<file path="config.mk">
export PLATFORM = sky130hd
export DESIGN_NAME = smram_ctrl
export DESIGN_NICKNAME = d
export VERILOG_FILES = /design/src/rtl/smram_pkg.sv /design/src/rtl/smram_reg.sv /design/src/rtl/smram_route.sv /design/src/rtl/smram_ctrl.sv
export SDC_FILE = /design/constraint.sdc
export NUM_CORES = 1
export LEC_CHECK = 0
export BUFFER_PORTS_ARGS = -buffer_cell sky130_fd_sc_hd__buf_2
export CORE_AREA = 8 8 45 47
export DETAILED_ROUTE_END_ITERATION = 12
export DIE_AREA = 0 0 53 55
export PLACE_DENSITY = 0.48
export RECOVER_POWER = 100
export SLEW_MARGIN = 5
export SYNTH_ARGS = -nofsm -noshare
export SYNTH_HDL_FRONTEND = slang
export SYNTH_SLANG_ARGS = --single-unit
export TNS_END_PERCENT = 20
</file>
<file path="constraint.sdc">
create_clock -name clk -period 2.2 [get_ports clk]
set_input_delay 0.55 -clock clk [delete_from_list [all_inputs] [get_ports clk]]
set_output_delay 0.55 -clock clk [all_outputs]
set_load 0.01 [all_outputs]
</file>
<file path="src/rtl/smram_pkg.sv">
// Package: field positions of the protected-region control register
// and the flag bundle passed from the register stage to the router.
package smram_pkg;
    localparam int unsigned CTRL_W     = 8;
    localparam int unsigned BIT_OPEN   = 6;
    localparam int unsigned BIT_CLOSED = 5;
    localparam int unsigned BIT_LOCK   = 4;
    localparam int unsigned BIT_EN     = 3;
    localparam logic [CTRL_W-1:0] WR_MASK   = 8'h78;
    localparam logic [CTRL_W-1:0] FIXED_SEG = 8'h02;
    localparam logic [CTRL_W-1:0] RST_VAL   = FIXED_SEG;

    typedef struct packed {
        logic open;
        logic closed;
        logic lock;
        logic en;
    } ctrl_flags_t;
endpackage

</file>
<file path="src/rtl/smram_reg.sv">
// Module: smram_reg
// Holds the control register. Writes are masked to the writable
// fields and the fixed segment is forced in. A set lock keeps itself
// set and forces open low on every later write.
// Assumes: rst_n is the power-on reset and is synchronous, active low.
module smram_reg
    import smram_pkg::*;
(
    input  logic              clk,
    input  logic              rst_n,
    input  logic              wr_en,
    input  logic [CTRL_W-1:0] wr_data,
    output logic [CTRL_W-1:0] ctrl_q,
    output ctrl_flags_t       flags
);
    logic [CTRL_W-1:0] masked;
    logic [CTRL_W-1:0] next_val;

    // Purpose: build the value a write would store, including lock rules.
    always_comb begin
        masked   = (wr_data & WR_MASK) | FIXED_SEG;
        next_val = masked;
        if (ctrl_q[BIT_LOCK]) begin
            next_val[BIT_OPEN] = 1'b0;
            next_val[BIT_LOCK] = 1'b1;
        end
    end

    // Purpose: register update on write, cleared only by power-on reset.
    always_ff @(posedge clk) begin
        if (!rst_n) begin
            ctrl_q <= RST_VAL;
        end else if (wr_en) begin
            ctrl_q <= next_val;
        end
    end

    // Purpose: expose the routing fields as a flag bundle.
    always_comb begin
        flags.open   = ctrl_q[BIT_OPEN];
        flags.closed = ctrl_q[BIT_CLOSED];
        flags.lock   = ctrl_q[BIT_LOCK];
        flags.en     = ctrl_q[BIT_EN];
    end
endmodule

</file>
<file path="src/rtl/smram_route.sv">
// Module: smram_route
// Decides DRAM or PCI for each presented cycle from the register flags,
// the CPU mode and the code/data kind. It registers the decision, so
// the result is valid one cycle after the request. Also reports the
// illegal open-plus-closed state.
// Assumes: flags come from the registered control value.
module smram_route
    import smram_pkg::*;
(
    input  logic        clk,
    input  logic        rst_n,
    input  ctrl_flags_t flags,
    input  logic        cyc_vld,
    input  logic        cyc_mgmt,
    input  logic        cyc_code,
    output logic        route_vld,
    output logic        dram_sel,
    output logic        cfg_err
);
    logic illegal;
    logic open_path;
    logic mgmt_path;
    logic to_dram;

    // Purpose: evaluate the routing table for the current request.
    always_comb begin
        illegal   = flags.en && flags.open && flags.closed;
        open_path = flags.open && !flags.lock;
        mgmt_path = cyc_mgmt && (cyc_code || !flags.closed);
        to_dram   = flags.en && !illegal && (open_path || mgmt_path);
    end

    // Purpose: register the decision and its valid for one cycle.
    always_ff @(posedge clk) begin
        if (!rst_n) begin
            route_vld <= 1'b0;
            dram_sel  <= 1'b0;
        end else begin
            route_vld <= cyc_vld;
            dram_sel  <= cyc_vld && to_dram;
        end
    end

    assign cfg_err = illegal;
endmodule

</file>
<file path="src/rtl/smram_ctrl.sv">
// Module: smram_ctrl (top)
// Control register and routing decision for the protected memory
// region. The address range check is done outside the block.
// Assumes: cyc_vld is raised only for cycles inside the region.
module smram_ctrl
    import smram_pkg::*;
(
    input  logic              clk,
    input  logic              rst_n,
    input  logic              wr_en,
    input  logic [CTRL_W-1:0] wr_data,
    input  logic              cyc_vld,
    input  logic              cyc_mgmt,
    input  logic              cyc_code,
    output logic [CTRL_W-1:0] ctrl_q,
    output logic              route_vld,
    output logic              dram_sel,
    output logic              cfg_err
);
    ctrl_flags_t flags;

    smram_reg u_reg (
        .clk     (clk),
        .rst_n   (rst_n),
        .wr_en   (wr_en),
        .wr_data (wr_data),
        .ctrl_q  (ctrl_q),
        .flags   (flags)
    );

    smram_route u_route (
        .clk       (clk),
        .rst_n     (rst_n),
        .flags     (flags),
        .cyc_vld   (cyc_vld),
        .cyc_mgmt  (cyc_mgmt),
        .cyc_code  (cyc_code),
        .route_vld (route_vld),
        .dram_sel  (dram_sel),
        .cfg_err   (cfg_err)
    );
endmodule

</file>
# == After elaboration in Yosys (flattened, before gate mapping) ==
# Cells that the tools add are included.
# word_totals
word_cells,17
output_inout_bits,11
in_bits,14
register_bits,6
# op_classes
mux,2
reduce_logical,12
# op_table
op,n
$logic_and 1x1->1,7
$logic_not 1->1,3
$logic_or 1x1->1,2
$mux 1,2

# == Logic depth before layout (Yosys ltp) ==
# depth
ltp_word,6
ltp_mapped,3
depth_no_buf,3

# == Hierarchy ==
# Synthesis repeated with hierarchy kept, for this count alone.
# unflattened
hier_cells,33
area_unflattened_um2,300.3
# by_module_without_submodules
module,area_per_inst_um2,cells_each,instances
smram_reg,211.5,23,1
smram_route,88.8,10,1

# == Worst setup path before layout ==
# Ideal clock, no wire load.
# synth_timing
path_kind,register -> output
from,register u_reg.ctrl_q[6]
to,output port cfg_err
path_buffers,0
arrival_ps,643
t_required_ps,1650
path_stages_with_launch,2
slack_ps,1007
path_cell_list,dfxtp_1 > and3_1
# synth_between
elab_chain_len,2
# synth_lines
element,line,rtl
from (decl),smram_reg.sv:13,"output logic [CTRL_W-1:0] ctrl_q,"
from (signal assigned),smram_reg.sv:34,ctrl_q <= next_val;
$logic_and 1x1->1 (2 in a row),smram_route.sv:27,illegal = flags.en && flags.open && flags.closed;
to (decl),smram_ctrl.sv:18,output logic cfg_err
# No other way between the ends.

# == Worst setup path after layout ==
# Ends and elaborated chain as after synthesis.

==> metrics.yaml <==
vias_per_cell: 3.84
drc: 0
yosysWarningCount: 0
io_pins: 25
ctsHtreeMaxLevel: 1
synth_top_area_cell: "dfxtp_1"
final_common_cell: "clkbuf_1"
drv_cap: 0
dieArea_um2: 2920
crit_buf_inv: 1
p_int_uw: 191
fin_setup_tns_ns: 0
wl_per_cell_um: 11.4
numCtsBuffers: 3
drive_gt1_share_pct: 26.7
clkSinkCount: 6
synth_area_um2: 274
start_kind: "register"
critPathKind: "reg -> out"
drtAntennaViolNets: 0
grt_max_degree: 6
synth_cells: 28
required_ns: 1.65
overflow: 0
firstDrtPassIters: 1
finalCriticalPeriod_ns: 1.52
finalHoldViolations: 0
place_hpwl_um: 589
crit_path_max_incr_delay_ns: 0.40
place_ws_ns: 0.981
ir_worst_vdd_mv: 0.190
path_delay_family: "flip-flops"
cts_tree: "yes"
end_kind: "primary output"
root_buffer: "clkbuf_4"
drt_iter0_drc: 0
leakagePower_nw: 0.156
antenna_found_initial: 0
synth_seq_cells: 6
synth_top_area_share_pct: 43.8
period_share_pct: 69.2
die_x_um: 53
cp_max_fo: 5
seq_area_frac_synth_pct: 43.8
postCtsSetupRepairBufs: 0
fillers: 169
finalWorstSetupSlack_ns: 0.679
synth_area_leaders: "dfxtp_1, buf_4, mux2i_1"
final_cell_mix: "clkbuf_1, buf_2, dfxtp_1, conb_1"
skew_ns: 0.00139
gp_congestion: 0.673
power_frac_seq_pct: 48.0
wl_um: 698
crit_chain: "and3_1 > clkbuf_1"
vias: 234
p_comb_share_pct: 12.4
nets: 61
numPortBuffers: 16
slowest_stage: "dfxtp_1"
p_clk_share_pct: 39.7
powerDensity_nw_per_um2: 696
grt_pass1_wl_mm: 1.03
r2r_slack_ns: 1.39
swShare_pct: 24.0
core_um2: 1380
syn_avg_cell_area_um2: 9.79
clkLatencyLatePin_ns: 0.24
setup-violations-final: 0
num_rows: 14
p_switching_uw: 60.2
syn_to_final_growth_pct: 31.5
start_util_pct: 19.8
holdBufCountCts: 0
worst-endpoint-arrival_ns: 0.97
ys_types: 15
status: "finished, final reports clean"
finalMaxSlewViolations: 0
die_y_um: 55
antenna_cells: 0
min_path_type: "reg -> reg"
max_freq_mhz: 657
clk_pin_slew_worst_paths_ns: 0.05
clk_path_buf_depth: 2
grt_pass1_vias: 244
grt_usage_pct: 4.98
cts-resized-gates: 0
grt_setup_unrepaired: "false"
## Yosys cell counts
| library cell | count |
|---|---|
| mux2i_1 | 2 |
| a21oi_1 | 1 |
| nor2b_1 | 3 |
| conb_1 | 2 |
| and2_4 | 1 |
| and3_1 | 1 |
| dfxtp_1 | 6 |
| a21boi_1 | 1 |
| nand3b_1 | 1 |
| o21ai_1 | 1 |
| a221oi_2 | 1 |
| nand2_2 | 1 |
| buf_4 | 4 |
| inv_1 | 1 |
| nand2b_1 | 2 |
## worst register-to-register path: cells and delay by family (launching register included)
kind            cells  cell delay (ns)
compound gates      2             0.25
buf+inv             1             0.06
flops               1             0.39
## area by class of cell
type / count / area, um^2 / share of cell area [%]
Multi-Input combinational cell: 19 / 125 / 34.7
Sequential cell: 6 / 120 / 33.3
Timing Repair Buffer: 16 / 68.8 / 19.1
Clock buffer: 3 / 22.5 / 6.25
Tap cell: 16 / 20.0 / 5.56
Inverter: 1 / 3.75 / 1.04
## power by group through the flow
stage / registers (mW) / logic [mW] / clock network, mW
2_1_floorplan: 0.124 / 0.0198 / 0
3_3_place_gp: 0.122 / 0.0338 / 0
3_5_place_dp: 0.122 / 0.0346 / 0
4_1_cts: 0.120 / 0.0347 / 0.103
5_1_grt: 0.121 / 0.0355 / 0.110
6_report: 0.120 / 0.0311 / 0.0995
## registers in the layout, summed over array words and instances, names as in the netlist
| signal | count |
|---|---|
| u_route.dram_sel | 1 |
| u_route.route_vld | 1 |
| u_reg.ctrl_q | 4 |
## final timing paths
check                   from                to  depth (start not counted)
min reg2reg  u_reg.ctrl_q[3]  u_route.dram_sel                          2
max          u_reg.ctrl_q[6]           cfg_err                          2
min          u_reg.ctrl_q[3]  u_route.dram_sel                          2
max reg2reg  u_reg.ctrl_q[5]  u_route.dram_sel                          3
## metal layers
layer / part of all wire (%) / vias to the layer above / GRT usage, %
met5: 0 / - / 0
met4: 0 / 0 / 3.88
met3: 16 / 0 / 3.21
met2: 45 / 12 / 7.42
met1: 39 / 103 / 4.89
li1: - / 119 / -
## metrics by stage
stage               total power, mW  instances  util (%)  hold slack (ns)  area (um^2)
detailed placement            0.157         58      25.4            0.481          352
floorplan                     0.144         30         -            0.488          282
global placement              0.156         58      25.4            0.476          352
global route                  0.266         61      26.0            0.527          360
finish                        0.251         61      26.0            0.490          360
CTS                           0.258         61      27.0            0.489          374
## kinds of logic (layout without fill, tap and decap cells)
family	Yosys count	after routing	share of synthesized area (%)
flops	6	6	43.8
buf+inv	5	20	12.3
simple gates	9	9	21.9
compound gates	4	4	11.9
other cells	2	4	2.74
mux	2	2	7.31
Note: power is estimated with default switching activity, not from simulation.
